## src/rtl/wake_irq_pkg.sv

```systemverilog
package wake_irq_pkg;
   // Byte offsets of the two register groups
   localparam int unsigned EN_BASE_B  = 32'h10;
   localparam int unsigned CFG_BASE_B = 32'h110;
   localparam int unsigned MAX_PINS   = 126;
   localparam int unsigned WORD_BITS  = 32;

   // Stored trigger configuration (bit 2 and bit 1 of the register)
   typedef struct packed {
      logic act_high;   // register bit 2
      logic is_edge;    // register bit 1
   } trig_cfg_t;

   localparam trig_cfg_t TRIG_RESET = '{act_high: 1'b1, is_edge: 1'b0};

   function automatic logic [31:0] cfg_to_word(trig_cfg_t c);
      return {29'b0, c.act_high, c.is_edge, 1'b0};
   endfunction
endpackage

```

## src/rtl/wake_irq_regs.sv

```systemverilog
module wake_irq_regs
   import wake_irq_pkg::*;
#(
   parameter int unsigned NUM_PINS = 126,
   parameter int unsigned ADDR_W   = 10
) (
   input  logic                     clk,
   input  logic                     rst_n,
   input  logic                     reg_wr,
   input  logic                     reg_rd,
   input  logic [ADDR_W-1:0]        reg_addr,
   input  logic [31:0]              reg_wdata,
   output logic [31:0]              reg_rdata,
   output logic [NUM_PINS-1:0]      en_q,
   output trig_cfg_t [NUM_PINS-1:0] cfg_q
);
   localparam int unsigned WA      = ADDR_W - 2;
   localparam int unsigned EN_W    = EN_BASE_B / 4;
   localparam int unsigned CFG_W   = CFG_BASE_B / 4;

   logic [WA-1:0] word_a;
   logic [31:0]   rd_val;
   logic [1:0]    unused_lsb;

   assign word_a     = reg_addr[ADDR_W-1:2];
   assign unused_lsb = reg_addr[1:0];

   for (genvar i = 0; i < NUM_PINS; i++) begin : g_pin_reg
      localparam logic [WA-1:0] EN_ADR  = WA'(EN_W + i / WORD_BITS);
      localparam logic [WA-1:0] CFG_ADR = WA'(CFG_W + i);
      localparam int unsigned   BIT_POS = i % WORD_BITS;

      always_ff @(posedge clk or negedge rst_n) begin
         if (!rst_n) begin
            en_q[i]  <= 1'b0;
            cfg_q[i] <= TRIG_RESET;
         end else if (reg_wr) begin
            if (word_a == EN_ADR)
               en_q[i] <= reg_wdata[BIT_POS];
            if (word_a == CFG_ADR)
               cfg_q[i] <= '{act_high: reg_wdata[2], is_edge: reg_wdata[1]};
         end
      end
   end

   always_comb begin
      rd_val = '0;
      for (int i = 0; i < NUM_PINS; i++) begin
         if (word_a == WA'(EN_W + i / WORD_BITS))
            rd_val[i % WORD_BITS] = en_q[i];
         if (word_a == WA'(CFG_W + i))
            rd_val = cfg_to_word(cfg_q[i]);
      end
   end

   always_ff @(posedge clk or negedge rst_n) begin
      if (!rst_n)
         reg_rdata <= '0;
      else if (reg_rd)
         reg_rdata <= rd_val;
   end
endmodule

```

## src/rtl/wake_irq_lane.sv

```systemverilog
module wake_irq_lane
   import wake_irq_pkg::*;
#(
   parameter int unsigned SYNC_STAGES = 2
) (
   input  logic      clk,
   input  logic      rst_n,
   input  logic      raw_in,
   input  logic      en,
   input  trig_cfg_t cfg,
   input  logic      ready,
   output logic      out_q,
   output logic      pend_q,
   output logic      lvl_wake
);
   logic [SYNC_STAGES-1:0] sync_q;
   logic conv, conv_prev_q, rise, fire;

   always_ff @(posedge clk or negedge rst_n) begin
      if (!rst_n)
         sync_q <= '0;
      else
         sync_q <= {sync_q[SYNC_STAGES-2:0], raw_in};
   end

   // Polarity conversion: low-active types are inverted
   assign conv = cfg.act_high ? sync_q[SYNC_STAGES-1] : ~sync_q[SYNC_STAGES-1];
   assign rise = conv & ~conv_prev_q;
   assign fire = en & cfg.is_edge & ready & (rise | pend_q);

   always_ff @(posedge clk or negedge rst_n) begin
      if (!rst_n) begin
         conv_prev_q <= 1'b0;
         pend_q      <= 1'b0;
         out_q       <= 1'b0;
      end else begin
         conv_prev_q <= conv;
         pend_q      <= en & cfg.is_edge & ~ready & (pend_q | rise);
         out_q       <= en & (cfg.is_edge ? fire : conv);
      end
   end

   assign lvl_wake = en & ~cfg.is_edge & conv & ~ready;
endmodule

```

## src/rtl/wake_irq_norm.sv

```systemverilog
module wake_irq_norm
   import wake_irq_pkg::*;
#(
   parameter int unsigned NUM_PINS    = 126,
   parameter int unsigned ADDR_W      = 10,
   parameter int unsigned SYNC_STAGES = 2
) (
   input  logic                clk,
   input  logic                rst_n,
   input  logic [NUM_PINS-1:0] irq_in,
   input  logic                domain_ready,
   input  logic                reg_wr,
   input  logic                reg_rd,
   input  logic [ADDR_W-1:0]   reg_addr,
   input  logic [31:0]         reg_wdata,
   output logic [31:0]         reg_rdata,
   output logic [NUM_PINS-1:0] irq_out,
   output logic                wake_req
);
   localparam int unsigned MAP_END_B = CFG_BASE_B + 4 * NUM_PINS;

   if (NUM_PINS < 1 || NUM_PINS > MAX_PINS) begin : g_bad_pins
      $error("wake_irq_norm: NUM_PINS out of range");
   end
   if (MAP_END_B > (1 << ADDR_W)) begin : g_bad_addr
      $error("wake_irq_norm: ADDR_W too narrow for the register map");
   end
   if (SYNC_STAGES < 2) begin : g_bad_sync
      $error("wake_irq_norm: at least two synchronizer stages required");
   end

   logic [NUM_PINS-1:0]      en_q;
   trig_cfg_t [NUM_PINS-1:0] cfg_q;
   logic [NUM_PINS-1:0]      pend_vec;
   logic [NUM_PINS-1:0]      lvl_wake_vec;
   logic [NUM_PINS-1:0]      edge_vec;

   wake_irq_regs #(.NUM_PINS(NUM_PINS), .ADDR_W(ADDR_W)) u_regs (
      .clk      (clk),
      .rst_n    (rst_n),
      .reg_wr   (reg_wr),
      .reg_rd   (reg_rd),
      .reg_addr (reg_addr),
      .reg_wdata(reg_wdata),
      .reg_rdata(reg_rdata),
      .en_q     (en_q),
      .cfg_q    (cfg_q)
   );

   for (genvar i = 0; i < NUM_PINS; i++) begin : g_lane
      wake_irq_lane #(.SYNC_STAGES(SYNC_STAGES)) u_lane (
         .clk     (clk),
         .rst_n   (rst_n),
         .raw_in  (irq_in[i]),
         .en      (en_q[i]),
         .cfg     (cfg_q[i]),
         .ready   (domain_ready),
         .out_q   (irq_out[i]),
         .pend_q  (pend_vec[i]),
         .lvl_wake(lvl_wake_vec[i])
      );
      assign edge_vec[i] = cfg_q[i].is_edge;
   end

   assign wake_req = (|pend_vec) | (|lvl_wake_vec);
endmodule

```

## config.mk

```make
export PLATFORM = sky130hd
export DESIGN_NAME = wake_irq_norm
export DESIGN_NICKNAME = d
export VERILOG_FILES = /design/src/rtl/wake_irq_pkg.sv /design/src/rtl/wake_irq_regs.sv /design/src/rtl/wake_irq_lane.sv /design/src/rtl/wake_irq_norm.sv
export SDC_FILE = /design/constraint.sdc
export NUM_CORES = 2
export LEC_CHECK = 0
export BUFFER_PORTS_ARGS = -buffer_cell sky130_fd_sc_hd__buf_2
export CAP_MARGIN = 15
export CORE_MARGIN = 1.5
export CORE_UTILIZATION = 48
export CTS_CLUSTER_SIZE = 25
export DETAILED_ROUTE_END_ITERATION = 10
export GPL_TIMING_DRIVEN = 0
export PLACE_DENSITY_LB_ADDON = 0.05
export SYNTH_ARGS = -nofsm -noshare
export SYNTH_HDL_FRONTEND = slang
export SYNTH_HIERARCHICAL = 1
export SYNTH_SLANG_ARGS = --single-unit
```

## constraint.sdc

```tcl
create_clock -name clk -period 2.5 [get_ports clk]
set_input_delay 0.5 -clock clk [delete_from_list [all_inputs] [get_ports clk]]
set_output_delay 0.5 -clock clk [all_outputs]
set_load 0.01 [all_outputs]
```

Yosys cells after proc, flatten, opt, wreduce, memory -nomap -nowiden

Index checks and enable logic that the tools add are counted.

Register bits: 1040
Output and inout bits: 159
Word-level logic and storage cells: 3415

Reductions and logical operators: 132
Bitwise gates (word level): 1766
Muxes and demuxes: 504
Equality and inequality tests: 130

Operators by type and width:

| kind                                          | count |
|---|---|
| 2-to-1 mux 32 bit                             | 95 |
| bitwise AND 1 bit                             | 1260 |
| == test 8 bit, second input constant          | 66 |
| == test 8 x 7 -> 1 bit, second input constant | 60 |
| inverter 1 bit                                | 379 |
| 2-to-1 mux 1 bit                              | 378 |
| AND reduction 2 bit                           | 130 |
| OR reduction 126 bit                          | 2 |
| OR 1 bit                                      | 127 |
| == test 8 x 3 -> 1 bit, second input constant | 4 |
| 2-to-1 mux 31 bit                             | 1 |
| 2-to-1 mux 30 bit                             | 1 |
| 2-to-1 mux 29 bit                             | 1 |
| 2-to-1 mux 28 bit                             | 1 |
| 2-to-1 mux 27 bit                             | 1 |
| 2-to-1 mux 26 bit                             | 1 |
| 2-to-1 mux 25 bit                             | 1 |
| 2-to-1 mux 24 bit                             | 1 |
| 2-to-1 mux 23 bit                             | 1 |
| 2-to-1 mux 22 bit                             | 1 |
| 2-to-1 mux 21 bit                             | 1 |
| 2-to-1 mux 20 bit                             | 1 |
| 2-to-1 mux 19 bit                             | 1 |
| 2-to-1 mux 18 bit                             | 1 |
| other kinds (15)                              | 17 |

Logic depth before layout (Yosys ltp)

Word-level depth: 224
Mapped depth: 13

By module

Netlist, hierarchy kept.

Modules (own cells, without submodules):

| module        | seq. area each (um^2) | instances | area an instance (um^2) | cells each |
|---|---|---|---|---|
| wake_irq_lane | 125.1                 | 126       | 188.9                   | 14 |
| wake_irq_regs | 10417.5               | 1         | 20722.4                 | 1777 |
| wake_irq_norm | 0.0                   | 1         | 543.0                   | 84 |

Least setup slack after synthesis

No wires, ideal clock.

Path kind: input port to flip-flop
From: input port reg_addr[6]
To: register u_regs.reg_rdata[1]
Stages on the path: 10
Library setup time: 0.118 ns
Setup slack: -0.017 ns
Required time: 2.382 ns
Arrival: 2.399 ns
Path buffers: 2
Cells stage by stage: buf_2 or4b_1 buf_2 nor2_1 nand2_1 o21ai_0 o21ai_0 a2111oi_0 o211a_1 o2bb2ai_2

Word-level cells in the longest chain between the ends: 131
Elaborated cells on any way between the ends: 260
Classes of those cells: 130 x eq/ne; 130 x mux

Ends and longest elaborated chain:

| element                         | RTL line            | RTL |
|---|---|---|
| start: declaration              | wake_irq_norm.sv:14 | `input logic [ADDR_W-1:0] reg_addr,` |
| == test 8 x 7 -> 1 bit          | wake_irq_regs.sv:51 | `if (word_a == WA'(CFG_W + i))` |
| 2-to-1 mux 3 bit                | wake_irq_regs.sv:51 |  |
| 2-to-1 mux 1 bit                | wake_irq_regs.sv:49 | `if (word_a == WA'(EN_W + i / WORD_BITS))` |
| 2-to-1 mux 3 bit (2 in a row)   | wake_irq_regs.sv:51 |  |
| 2-to-1 mux 4 bit                | wake_irq_regs.sv:51 |  |
| 2-to-1 mux 5 bit                | wake_irq_regs.sv:51 |  |
| 2-to-1 mux 6 bit                | wake_irq_regs.sv:51 |  |
| 2-to-1 mux 7 bit                | wake_irq_regs.sv:51 |  |
| (+24 left out)                  | n/a                 |  |
| 2-to-1 mux 32 bit (2 in a row)  | wake_irq_regs.sv:51 |  |
| 2-to-1 mux 1 bit                | wake_irq_regs.sv:49 |  |
| 2-to-1 mux 32 bit (32 in a row) | wake_irq_regs.sv:51 |  |
| 2-to-1 mux 1 bit                | wake_irq_regs.sv:49 |  |
| 2-to-1 mux 32 bit (32 in a row) | wake_irq_regs.sv:51 |  |
| 2-to-1 mux 1 bit                | wake_irq_regs.sv:49 |  |
| 2-to-1 mux 32 bit (28 in a row) | wake_irq_regs.sv:51 |  |
| 2-to-1 mux 32 bit *             | wake_irq_regs.sv:51 |  |
| end signal: assignment          | wake_irq_regs.sv:60 | `reg_rdata <= rd_val;` |
| end: declaration                | wake_irq_regs.sv:13 | `output logic [31:0] reg_rdata,` |

Every way passes the cells marked *; elsewhere a longest branch is shown, timed or not.
A chain may end at the register's enable or synchronous reset.

Worst setup path in the final report

From: register u_regs/cfg_q[147] (netlist name)
To: output port wake_req

Word-level cells in the longest chain between the ends: 5

Ends and longest elaborated chain:

| element                        | RTL line            | RTL |
|---|---|---|
| 2-to-1 mux 1 bit               | wake_irq_lane.sv:27 | `assign conv = cfg.act_high ? sync_q[SYNC_STAGES-1] : ~sync_q[SYNC_STAGES-1];` |
| bitwise AND 1 bit (2 in a row) | wake_irq_lane.sv:43 | `assign lvl_wake = en & ~cfg.is_edge & conv & ~ready;` |
| net lvl_wake_vec[73]           | wake_irq_norm.sv:35 | `logic [NUM_PINS-1:0] lvl_wake_vec;` |
| OR reduction 126 bit           | wake_irq_norm.sv:65 | `assign wake_req = (\|pend_vec) \| (\|lvl_wake_vec);` |
| OR 1 bit                       | wake_irq_norm.sv:65 |  |
| end: declaration               | wake_irq_norm.sv:18 | `output logic wake_req` |

The timed path passes the listed nets, and every way through them passes these cells.

==> reports/qor.csv <==
stage;metric;value;unit
grt;GRT met2 Usage;0.571;
clock_network;root buf cell;clkbuf_16;
floorplanning;die area;0.0957;mm2
clock_network;CTS H-Tree Depth;3;
final_layout;Layout fillers;7593;
run_status;status;finished, violations left;
synthesis;Post-Syn Instances;3625;
clock_network;Inserted Clock Buffers;111;
sta;max-slew violations;0;
clock_network;CTS clk-pin slew, worst paths;0.07;ns
grt;vias in the first global route;34200;
power;Reg power frac;0.464;
floorplanning;CORE AREA;0.0932;mm2
routing;number of iterations in the first detailed-routing pass;6;
synthesis;share of the synthesized area in the top cell type;0.507;
setup_path;Critical Path End Type;output pin;
sta;Clock Skew;0.0238;ns
routing;DRC viols;0;
sta;Setup TNS Final;-2.51;ns
setup_path;critical path class;reg2out;
sta;Final Hold Vio Count;0;
power;internal power;0.0297;W
sta;Max Freq;266;MHz
setup_path;Critical Path Fanout Max;4;
final_layout;fraction of layout cells with a size suffix above 1;0.327;
placed_design;placed insts;5228;
final_layout;area delta synth->final;25.3;%
floorplanning;Top Ports;332;
grt;global route hottest layer;met2;
synthesis;synthesized cell area;0.0451;mm2
synthesis;Post-synth ARST share;1.00;
power;NetSw;0.0102;W
floorplanning;site row count;112;
run_status;failing checks;setup timing;
grt;GR Overflow Total;0;
routing;total wire length;185000;um
grt;met3 GRT Util;0.104;
synthesis;average size of a mapped cell;12.4;um2
routing;DR WL/cell;32.7;um
floorplanning;Initial Util;0.484;
synthesis;#FFs+latches synth;1040;
synthesis;synth unique cells;93;
clock_network;Clock Tree Buf Depth;3;
synthesis;most numerous cell in the Yosys netlist;dfrtp_1;
synthesis;top cells by area, synth;dfrtp_1 51%, mux2_2 9.6%, dfstp_2 7.3%;
sta;worst slew pin tran;1.34;ns
routing;vias;35100;
placed_design;port bufs;324;
placed_design;placed wire-length estimate;133000;um
grt;initial antenna violation count;14;
routing;Routed Antenna Nets;0;
clock_network;TritonCTS clock tree;built;
synthesis;post-synthesis sequential area ratio;0.581;
placed_design;pre-CTS setup slack;-2.08;ns
min_path;Hold WC Path Type;in2reg;
final_layout;Finished Core Util;0.606;
power;power share of the combinational group;0.093;
synthesis;number of synthesized flops with an enable pin;0;
setup_path;CP Launch Type;register;
sta;fin crit period;3.76;ns
setup_path;Worst EP arrival;3.26;ns
power;Cell Pwr Density;707;mW/mm2
clock_network;Clock Latency Late Sink;0.71;ns
flow_run;maxcap violations;0;
grt;total track usage;0.384;
placed_design;Placed Area;0.0487;mm2
power;worst vdd ir;0.677;mV
sta;period utilization;1.50;
routing;vias per std cell;6.20;
sta;unrepaired setup endpoints after global routing;true;
power;Static Leak;26.8;nW
power;Clock power frac;0.443;
grt;first-pass GRT wire length;256000;um
grt;largest net degree at the start of global routing;174;
synthesis;dominant cell type by area after synthesis;dfrtp_1;
sta;Relative slew margins;0.104;
placed_design;Final Wtd Congestion;1.04;
power;Switching Share;0.256;
synthesis;leading cell types by count after synthesis;914 x dfrtp_1, 384 x mux2_2, 182 x a21oi_1;
routing;1st-iter DRT viols;4020;
final_layout;Post-Layout Cell Count;5670;
setup_path;CP required;2.00;ns
synthesis;Top FF cell, synth;dfrtp_1;
floorplanning;Chip Width;309;um
sta;Setup Viol. Count Final;27;
final_layout;post-route cell area;0.0565;mm2
floorplanning;die height;309;um
synthesis;Syn Nets;3798;
clock_network;CTS sink cnt;1040;
final_layout;fin nets;4474;
grt;met1 GRT Util;0.511;
sta;setup ws final;-1.26;ns
synthesis;synth warn;6;
cell usage in the layout (no fill, tap or decap), types with 39 or more instances in the layout:
cell type      instances
nor4b_1              116
nand2b_1             136
clkbuf_1              71
clkbuf_16            115
o21a_1               131
buf_2                343
dfrtp_1              912
dlygate4sd3_1        127
buf_4                102
and3_1               128
nand2_1              179
dfstp_2              126
o21ai_0               69
nor2_1                39
xor2_1                73
nor4_1                42
and4b_1              129
inv_1                139
xor2_2                52
mux2_2               384
o21bai_1             126
a21oi_1              179
registers in the layout, indices dropped and copies added, names as in the netlist:
| register | cells |
|---|---|
| g_lane.u_lane/sync_q | 252 |
| g_lane.u_lane/out_q | 126 |
| u_regs/en_q | 126 |
| g_lane.u_lane/conv_prev_q | 126 |
| g_lane.u_lane/pend_q | 126 |
| u_regs/cfg_q | 252 |
| u_regs/reg_rdata | 32 |
worst paths after layout:
check,cells after the start,from,slack (ns),endpoint
setup / recovery,8,u_regs/cfg_q[147]$_DFFE_PN1P_,-1.26,wake_req
hold / removal,2,reg_wdata[31],0.05,u_regs/en_q[95]$_DFFE_PN0P_
setup reg to reg,6,u_regs/cfg_q[176]$_DFFE_PN0P_,0.04,u_regs/reg_rdata[1]$_DFFE_PN0P_
hold reg to reg,0,g_lane[12].u_lane/sync_q[0]$_DFF_PN0_,0.34,g_lane[12].u_lane/sync_q[1]$_DFF_PN0_
max in group asynchronous,4,rst_n,0.43,u_regs/cfg_q[29]$_DFFE_PN1P_
min in group asynchronous,2,rst_n,0.39,g_lane[101].u_lane/pend_q$_DFF_PN0_
per-layer routing:
metal	share of wire	wire [um]
met1	0.40	74400
met2	0.44	80700
met3	0.097	18000
met4	0.064	11900
met5	0.0013	244
cell type report:
type	count	area [um2]	share of cell area
sequential	1040	26200	0.464
multi-input combinational	2280	18700	0.332
timing repair buffer	576	4310	0.0764
clock buffer	145	3080	0.0545
tap	1254	1570	0.0278
buffer	152	1120	0.0199
clock inverter	66	886	0.0157
inverter	140	529	0.00938
antenna	17	42.5	0.000754
cell families after synthesis:
family,after synthesis,share of synthesized area
muxes,406,0.102
and+or+nand+nor,976,0.145
xor gates and xnor gates,126,0.0245
buffers and inverters,305,0.0294
AOI/OAI and AO/OA,772,0.118
DFF,1040,0.581
metrics by stage:
| step | power, W | hold WS (ns) |
|---|---|---|
| detailed placement | 0.0219 | 0.335 |
| floorplan | 0.0199 | 0.204 |
| global route | 0.0411 | 0.0335 |
| CTS | 0.0400 | 0.0207 |
| global placement | 0.0218 | 0.331 |
| finish | 0.0399 | 0.0510 |
what timing repair did:
item                       in CTS  in global routing
resized for setup             234                116
setup endpoints to repair     259                450
pin swaps                      51                 33
hold buffers                  127                  0
hold endpoints to repair      206                  0
buffers inserted               54                 37
gates cloned                    3                  4
power groups by stage:
stage / sequential (W) / clock [W] / combinational [W]
detailed placement: 0.0188 / 0 / 0.00307
global route: 0.0186 / 0.0186 / 0.00392
finish: 0.0185 / 0.0177 / 0.00371
global placement: 0.0188 / 0 / 0.00300
floorplan: 0.0184 / 0 / 0.00154
CTS: 0.0185 / 0.0180 / 0.00347
critical path, stage by stage, from the launching register on:
cell	delay [ns]
dfstp_2	0.57
xor2_1	0.31
nor4b_1	0.11
nor4_2	0.34
nand4_1	0.34
nor4_2	0.26
buf_4	0.22
nand4_1	0.20
buf_2	0.20
Note: power is estimated with default switching activity, not from simulation.
